<file path="src/rtl/gpio_agg_pkg.sv">
package gpio_agg_pkg;

    // Default geometry of the pin array
    localparam int unsigned DEF_NUM_BANKS = 4;
    localparam int unsigned DEF_BANK_W    = 32;
    localparam int unsigned DEF_NUM_PINS  = DEF_NUM_BANKS * DEF_BANK_W;

    // Pins that own a private interrupt line (pin 0 and pin 1)
    localparam int unsigned DEDICATED_IRQS = 2;

    // Hardwired wake-capable pins, bank 3 in the top word down to bank 0
    localparam logic [DEF_NUM_PINS-1:0] DEF_WAKE_MASK =
        128'h0012007F_EC080000_002001FC_8003FE1B;

endpackage

</file>
<file path="src/rtl/gpio_agg_sync.sv">
module gpio_agg_sync #(
    parameter int unsigned WIDTH = 128
) (
    input  logic             clk,
    input  logic             rst_n,
    input  logic [WIDTH-1:0] raw_i,
    output logic [WIDTH-1:0] cur_o,
    output logic [WIDTH-1:0] prev_o
);

    typedef struct packed {
        logic [WIDTH-1:0] meta;
        logic [WIDTH-1:0] cur;
        logic [WIDTH-1:0] prev;
    } sync_t;

    sync_t st_d, st_q;

    always_comb begin
        st_d      = st_q;
        st_d.meta = raw_i;
        st_d.cur  = st_q.meta;
        st_d.prev = st_q.cur;
    end

    always_ff @(posedge clk or negedge rst_n) begin
        if (!rst_n) begin
            st_q <= '0;
        end else begin
            st_q <= st_d;
        end
    end

    assign cur_o  = st_q.cur;
    assign prev_o = st_q.prev;

endmodule

</file>
<file path="src/rtl/gpio_agg_bank.sv">
module gpio_agg_bank #(
    parameter int unsigned       BANK_W    = 32,
    parameter logic [BANK_W-1:0] WAKE_BITS = '0
) (
    input  logic              clk,
    input  logic              rst_n,
    input  logic [BANK_W-1:0] cur_i,
    input  logic [BANK_W-1:0] prev_i,
    input  logic [BANK_W-1:0] dir_out_i,
    input  logic [BANK_W-1:0] rise_en_i,
    input  logic [BANK_W-1:0] fall_en_i,
    input  logic [BANK_W-1:0] clr_i,
    input  logic              halted_i,
    output logic [BANK_W-1:0] status_d_o,
    output logic [BANK_W-1:0] status_q_o,
    output logic              wake_hit_o
);

    typedef struct packed {
        logic [BANK_W-1:0] status;
    } bank_t;

    bank_t bk_d, bk_q;

    logic [BANK_W-1:0] in_mask;
    logic [BANK_W-1:0] rise_hit;
    logic [BANK_W-1:0] fall_hit;
    logic [BANK_W-1:0] level_chg;

    always_comb begin
        in_mask   = ~dir_out_i;
        rise_hit  = cur_i & ~prev_i & rise_en_i & in_mask;
        fall_hit  = ~cur_i & prev_i & fall_en_i & in_mask;
        level_chg = (cur_i ^ prev_i) & in_mask;

        bk_d        = bk_q;
        // Clear first, then edges, so a same-cycle edge survives the clear
        bk_d.status = (bk_q.status & ~clr_i) | rise_hit | fall_hit;

        wake_hit_o  = halted_i & (|(level_chg & WAKE_BITS));
    end

    always_ff @(posedge clk or negedge rst_n) begin
        if (!rst_n) begin
            bk_q <= '0;
        end else begin
            bk_q <= bk_d;
        end
    end

    assign status_d_o = bk_d.status;
    assign status_q_o = bk_q.status;

endmodule

</file>
<file path="src/rtl/gpio_agg_irq_fold.sv">
module gpio_agg_irq_fold #(
    parameter int unsigned NUM_PINS  = 128,
    parameter int unsigned DEDICATED = 2
) (
    input  logic                 clk,
    input  logic                 rst_n,
    input  logic [NUM_PINS-1:0]  status_next_i,
    input  logic                 wake_any_i,
    output logic [DEDICATED-1:0] irq_ded_o,
    output logic                 irq_shared_o,
    output logic                 wake_o
);

    typedef struct packed {
        logic [DEDICATED-1:0] ded;
        logic                 shared;
        logic                 wake;
    } fold_t;

    fold_t fd_d, fd_q;

    always_comb begin
        fd_d        = fd_q;
        fd_d.ded    = status_next_i[DEDICATED-1:0];
        fd_d.shared = |status_next_i[NUM_PINS-1:DEDICATED];
        fd_d.wake   = wake_any_i;
    end

    always_ff @(posedge clk or negedge rst_n) begin
        if (!rst_n) begin
            fd_q <= '0;
        end else begin
            fd_q <= fd_d;
        end
    end

    assign irq_ded_o    = fd_q.ded;
    assign irq_shared_o = fd_q.shared;
    assign wake_o       = fd_q.wake;

endmodule

</file>
<file path="src/rtl/gpio_edge_irq_agg.sv">
module gpio_edge_irq_agg
    import gpio_agg_pkg::*;
#(
    parameter int unsigned NUM_BANKS = DEF_NUM_BANKS,
    parameter int unsigned BANK_W    = DEF_BANK_W,
    parameter logic [NUM_BANKS*BANK_W-1:0] WAKE_MASK = DEF_WAKE_MASK
) (
    input  logic                                        clk,
    input  logic                                        rst_n,
    input  logic [NUM_BANKS*BANK_W-1:0]                 pin_in,
    input  logic [NUM_BANKS*BANK_W-1:0]                 pin_dir,
    input  logic [NUM_BANKS*BANK_W-1:0]                 rise_en,
    input  logic [NUM_BANKS*BANK_W-1:0]                 fall_en,
    input  logic                                        clr_we,
    input  logic [((NUM_BANKS > 1) ? $clog2(NUM_BANKS) : 1)-1:0] clr_bank,
    input  logic [BANK_W-1:0]                           clr_mask,
    input  logic                                        halted,
    output logic [NUM_BANKS*BANK_W-1:0]                 status_o,
    output logic                                        irq_pin0,
    output logic                                        irq_pin1,
    output logic                                        irq_shared
    ,
    output logic                                        wake_pulse
);

    localparam int unsigned NUM_PINS   = NUM_BANKS * BANK_W;
    localparam int unsigned BANK_SEL_W = (NUM_BANKS > 1) ? $clog2(NUM_BANKS) : 1;

    logic [NUM_PINS-1:0]       cur_lvl;
    logic [NUM_PINS-1:0]       prev_lvl;
    logic [NUM_PINS-1:0]       status_next;
    logic [NUM_PINS-1:0]       status_now;
    logic [NUM_BANKS-1:0]      wake_hits;
    logic [DEDICATED_IRQS-1:0] irq_ded;

    gpio_agg_sync #(
        .WIDTH (NUM_PINS)
    ) u_sync (
        .clk    (clk),
        .rst_n  (rst_n),
        .raw_i  (pin_in),
        .cur_o  (cur_lvl),
        .prev_o (prev_lvl)
    );

    for (genvar b = 0; b < NUM_BANKS; b++) begin : g_bank
        logic [BANK_W-1:0] clr_vec;

        assign clr_vec = (clr_we && (clr_bank == BANK_SEL_W'(b))) ? clr_mask : '0;

        gpio_agg_bank #(
            .BANK_W    (BANK_W),
            .WAKE_BITS (WAKE_MASK[b*BANK_W +: BANK_W])
        ) u_bank (
            .clk        (clk),
            .rst_n      (rst_n),
            .cur_i      (cur_lvl[b*BANK_W +: BANK_W]),
            .prev_i     (prev_lvl[b*BANK_W +: BANK_W]),
            .dir_out_i  (pin_dir[b*BANK_W +: BANK_W]),
            .rise_en_i  (rise_en[b*BANK_W +: BANK_W]),
            .fall_en_i  (fall_en[b*BANK_W +: BANK_W]),
            .clr_i      (clr_vec),
            .halted_i   (halted),
            .status_d_o (status_next[b*BANK_W +: BANK_W]),
            .status_q_o (status_now[b*BANK_W +: BANK_W]),
            .wake_hit_o (wake_hits[b])
        );
    end

    gpio_agg_irq_fold #(
        .NUM_PINS  (NUM_PINS),
        .DEDICATED (DEDICATED_IRQS)
    ) u_fold (
        .clk           (clk),
        .rst_n         (rst_n),
        .status_next_i (status_next),
        .wake_any_i    (|wake_hits),
        .irq_ded_o     (irq_ded),
        .irq_shared_o  (irq_shared),
        .wake_o        (wake_pulse)
    );

    assign status_o = status_now;
    assign irq_pin0 = irq_ded[0];
    assign irq_pin1 = irq_ded[1];

endmodule

</file>
<file path="config.mk">
export PLATFORM = sky130hd
export DESIGN_NAME = gpio_edge_irq_agg
export DESIGN_NICKNAME = d
export VERILOG_FILES = /design/src/rtl/gpio_agg_pkg.sv /design/src/rtl/gpio_agg_sync.sv /design/src/rtl/gpio_agg_bank.sv /design/src/rtl/gpio_agg_irq_fold.sv /design/src/rtl/gpio_edge_irq_agg.sv
export SDC_FILE = /design/constraint.sdc
export NUM_CORES = 1
export LEC_CHECK = 0
export BUFFER_PORTS_ARGS = -buffer_cell sky130_fd_sc_hd__buf_2
export CAP_MARGIN = 20
export CORE_AREA = 2 2 263 265
export DETAILED_ROUTE_END_ITERATION = 10
export DIE_AREA = 0 0 265 267
export GPL_ROUTABILITY_DRIVEN = 0
export HOLD_SLACK_MARGIN = 0.08
export PLACE_DENSITY = 0.63
export SLEW_MARGIN = 10
export SYNTH_ARGS = -nofsm -noshare
export SYNTH_HDL_FRONTEND = slang
export SYNTH_SLANG_ARGS = --single-unit
export TNS_END_PERCENT = 30
</file>
<file path="constraint.sdc">
create_clock -name clk -period 2.7 [get_ports clk]
set_clock_uncertainty 0.15 [all_clocks]
set_input_delay 0 -clock clk [delete_from_list [all_inputs] [get_ports clk]]
set_output_delay 0 -clock clk [all_outputs]
set_load 0.02 [all_outputs]
</file>
== After elaboration in Yosys (flattened, before gate mapping) ==
Index checks and enable logic that the tools add are counted.

* Register bits: 516
* Latch bits: 0
* RAM bits: 0
* Memory bits (read-only): 0
* Input bits: 550
* Output and inout bits: 132
* Word-level logic and storage cells: 92
* Memories: 0

* $add $sub $neg: 0
* $mul: 0
* Divide/modulo/power cells: 0
* $lt $le $gt $ge: 0
* Equal/unequal tests: 3
* Shift-type cells: 0
* Mux-type cells: 4
* Bitwise logic cells: 64
* Reduce and logical (&&, ||, !) cells: 11

{| class="wikitable"
|+ Operator list
! kind !! count
|-
| $and 32x32->32 || 30
|-
| $not 32->32 || 16
|-
| $or 32x32->32 || 8
|-
| $mux 32 || 4
|-
| $reduce_or 126->1 || 1
|-
| $xor 32x32->32 || 2
|-
| $and 22x22->22 || 1
|-
| $xor 22x22->22 || 1
|-
| $and 21x21->21 || 1
|-
| $xor 21x21->21 || 1
|-
| $reduce_or 14->1 || 1
|-
| $reduce_or 9->1 || 1
|-
| $reduce_or 8->1 || 1
|-
| $reduce_or 6->1 || 1
|-
| $and 1x1->1 || 4
|-
| $eq 2x2->1 const B || 2
|-
| $logic_and 1x1->1 || 4
|-
| $reduce_or 4->1 || 1
|-
| $eq 2x1->1 const B || 1
|-
| $logic_not 2->1 || 1
|}

== Depth between registers and ports, before layout ==
* Word-level depth: 8
* Depth in mapped cells: 10

== By module ==
From an unflattened synthesis, not the netlist that was laid out.

* Cells, all modules: 1,600
* Area, all modules: 20,357.0 um2

{| class="wikitable"
|+ Modules (own cells, without submodules)
! module !! instances !! cells each !! area an instance (um2)
|-
| gpio_agg_sync || 1 || 512 || 10,570.1
|-
| gpio_agg_bank at g_bank[0].u_bank || 1 || 232 || 2,085.8
|-
| gpio_agg_bank at g_bank[3].u_bank || 1 || 217 || 1,956.9
|-
| gpio_agg_bank at g_bank[1].u_bank || 1 || 213 || 1,928.1
|-
| gpio_agg_bank at g_bank[2].u_bank || 1 || 208 || 1,876.8
|-
| gpio_edge_irq_agg || 1 || 171 || 1,569.0
|-
| gpio_agg_irq_fold || 1 || 47 || 370.4
|}

== Worst setup path before layout ==
OpenSTA, ideal clock, no wires.

* Path type: register to register
* Start point: register u_sync.st_q, in the netlist u_sync.cur_o[53]
* End point: register u_fold.fd_q, in the netlist u_fold.irq_shared_o
* Library setup time: 0.139 ns
* Arrival: 2.178 ns
* Data required time: 2.411 ns
* Path slack: 0.233 ns
* Cell stages (with the launch flop): 8
* Path buffers: 0
* Clock period less this slack: 2.467 ns
* Cells stage by stage: dfrtp_1 > ha_1 > a22oi_1 > a2bb2oi_1 > or4bb_1 > nor4_1 > nand4_1 > or4_1

{| class="wikitable"
|+ RTL lines
! element !! RTL line !! source
|-
| start: declaration || gpio_agg_sync.sv:17 || <nowiki>sync_t st_d, st_q;</nowiki>
|-
| start signal: assignment || gpio_agg_sync.sv:30 || <nowiki>st_q <= st_d;</nowiki>
|-
| end signal: assignment || gpio_agg_irq_fold.sv:31 || <nowiki>fd_q <= '0;</nowiki>
|-
| end signal: assignment || gpio_agg_irq_fold.sv:33 || <nowiki>fd_q <= fd_d;</nowiki>
|-
| end: declaration || gpio_agg_irq_fold.sv:20 || <nowiki>fold_t fd_d, fd_q;</nowiki>
|}

==> flow_summary.ini <==
[status]
status = finished with violations
violations = negative setup slack

[route]
wirelength_um = 88140
drtIter0Drc = 1343
routedWlPerCell_um = 23.84
drtPass1Iterations = 6
viasPerCell = 4.882
ant_nets = 0
via_count = 18050
drc = 0

[global_routing]
grt_pass1_wl_um = 127500
grt_max_degree = 77
antenna_found_initial = 15
grt_overflow = 0
track_usage_pct = 24.34
first_global_vias = 20130

[clock_network]
clock-root-buffer = clkbuf_16
tritoncts = done
path_clk_slew_ns = 0.08
h-tree-depth = 2
cts_sinks = 514
clock_latency_ns = 0.62
clockBufferDepth = 3
cts_buffers = 57

[setup_path]
arrival_ns = 3.12
critPathMaxFanout = 37
path_class = input pin to register
cp-start-kind = input pin
r2r_start = u_sync.cur_o[85]
required_ns = 3.05
reg2reg_depth = 6
r2r_setup_slack_ns = -0.07
r2r_end = u_fold.irq_shared_o
worstSetupEndpointType = register

[synthesis]
yosysWarnings = 0
syn_area_mm2 = 0.01890
synth_flop_cell = dfrtp_1
avgSynthCellArea_um2 = 14.21
synth_top_cell_by_area = dfrtp_1
synth_top_area_share_pct = 68.06
synthArstFlopShare_pct = 100.0
netlist_top_cells_area = dfrtp_1 68%, nor4bb_1 6.9%, ha_1 4.9%
synth_edf_count = 0
synth_seq_area_share_pct = 68.06
ys_ff_latch = 514
yosysMostFrequentCell = dfrtp_1
synthTopCellsByCount = 514 x dfrtp_1, 130 x nor4bb_1, 85 x inv_1
syn-instance-count = 1330
synth_nets = 1954
synthDistinctLibCells = 42

[sta]
tightest_slew_ns = 1.057
finalSetupTns_ns = -0.07613
hold_violations = 0
max_freq_ghz = 0.3602
min_period_over_period_pct = 102.8
rsz0062_at_grt = yes
final_max_slew_viol_count = 0
setup_viol = 1
fin_ws_ns = -0.07613
fin_crit_ns = 2.776
max_slew_margin_pct = 28.58

[final_layout]
post-route-util_pct = 48.00
drive_above_1_share_pct = 33.75
areaGrowthSynthToFinish_pct = 72.69
nFillCells = 5789
final_nets = 3381
fin_area_mm2 = 0.03264
final_cells = 3697

[pwr]
power_density_mw_per_mm2 = 653.2
ir_worst_vdd_v = 0.0005107
power_leakage_nw = 15.09

[placed_design]
preCtsSetupSlack_ns = -0.6827
post-place-cells = 2977
dp_hpwl_um = 63600
port_buffers = 681
place_area_mm2 = 0.02433

[die]
die_h_um = 267
core_mm2 = 0.06799
ios = 682
rows = 96
start_util_pct = 27.80
die_w_um = 265
dieArea_mm2 = 0.07076

[min_path]
hold_depth = 8
hold_end = u_fold.irq_shared_o
hold_path_class = input pin to register
worstHoldStart = fall_en[14]

[job]
maxCapViolations = 0
## cell usage in the layout (no fill, tap or decap), types with 31 or more instances in the layout
| master | instances |
|---|---|
| a211o_1 | 60 |
| a22oi_1 | 31 |
| buf_2 | 677 |
| buf_4 | 101 |
| clkbuf_16 | 58 |
| dfrtp_1 | 514 |
| dlygate4sd3_1 | 602 |
| ha_1 | 70 |
| inv_1 | 84 |
| nand2_1 | 79 |
| nand4_1 | 31 |
| nor4bb_1 | 130 |
## routing by layer
metal,vias to the layer above,GRT usage (%),share of wire [%]
met3,271,5.748,6.9
met4,4,11.44,4.8
met5,-,0,0.025
li1,7829,-,-
met2,877,41.42,49
met1,9067,29.13,39
## flip-flops by register name, summed over array words and instances, names as in the netlist
name / flops
u_fold.wake_o: 1
u_sync.st_d: 128
u_sync.cur_o: 128
g_bank.u_bank.status_q_o: 127
u_sync.prev_o: 128
u_fold.irq_shared_o: 1
u_fold.irq_ded_o: 1
## how the worst max path moves through the flow
stage                          start                   to  slack, ns  cells past startpoint
finish                   clr_bank[1]  u_fold.irq_shared_o      -0.08                     10
global route        u_sync.prev_o[3]  u_fold.irq_shared_o      -0.17                     10
CTS                  u_sync.cur_o[3]  u_fold.irq_shared_o      -0.08                      9
detailed placement       clr_bank[1]  u_fold.irq_shared_o      -0.68                      9
global placement         clr_bank[1]  u_fold.irq_shared_o      -0.66                      8
floorplan           u_sync.cur_o[53]  u_fold.irq_shared_o       0.23                      7
## cell families after synthesis
kind of cell / Yosys count / synth area share [%]
fa+ha+maj: 74 / 4.899
flops: 514 / 68.06
compound gates: 223 / 8.799
simple gates: 404 / 15.68
buf+inv: 115 / 2.556
## critical path: stages
cell,delay (ns)
buf_4,0.42
buf_4,0.22
and3b_1,0.27
buf_4,0.17
nand2_1,0.06
a211o_1,0.29
dlygate4sd3_1,0.59
nor4_2,0.41
nand4_1,0.15
or4_1,0.50
## final cells by class
| cell class | instances | area [µm²] | share of cell area (%) |
|---|---|---|---|
| Sequential cell | 514 | 12860 | 39.41 |
| Timing Repair Buffer | 1398 | 10520 | 32.23 |
| Multi-Input combinational cell | 701 | 5781 | 17.71 |
| Clock buffer | 80 | 1674 | 5.130 |
| Tap cell | 882 | 1104 | 3.382 |
| Clock inverter | 22 | 339.1 | 1.039 |
| Inverter | 85 | 319.1 | 0.9776 |
| Antenna cell | 15 | 37.54 | 0.1150 |
## stage by stage
stage	hold slack (ns)	power [mW]
after floorplan	-0.4456	9.996
after global placement	-0.06640	11.80
after detailed placement	-0.05626	11.86
after CTS	0.08554	21.32
after global routing	0.1151	22.06
final	0.08344	21.32
## repair_timing
item,CTS,global route
endpoints found under the hold margin,772,0
setup endpoints to repair,1,1
pin swaps,13,12
hold buffers,603,0
setup buffers,1,0
gates resized for setup,30,15
## power breakdown
group	switching (mW)	leakage [nW]	internal, mW	total, mW
combinational	2.07	8.23	2.06	4.14
sequential	0.436	5.88	8.36	8.80
clock	3.31	0.981	5.07	8.38
total	5.82	15.1	15.5	21.3
No activity file was read; power rests on OpenSTA's default activity.
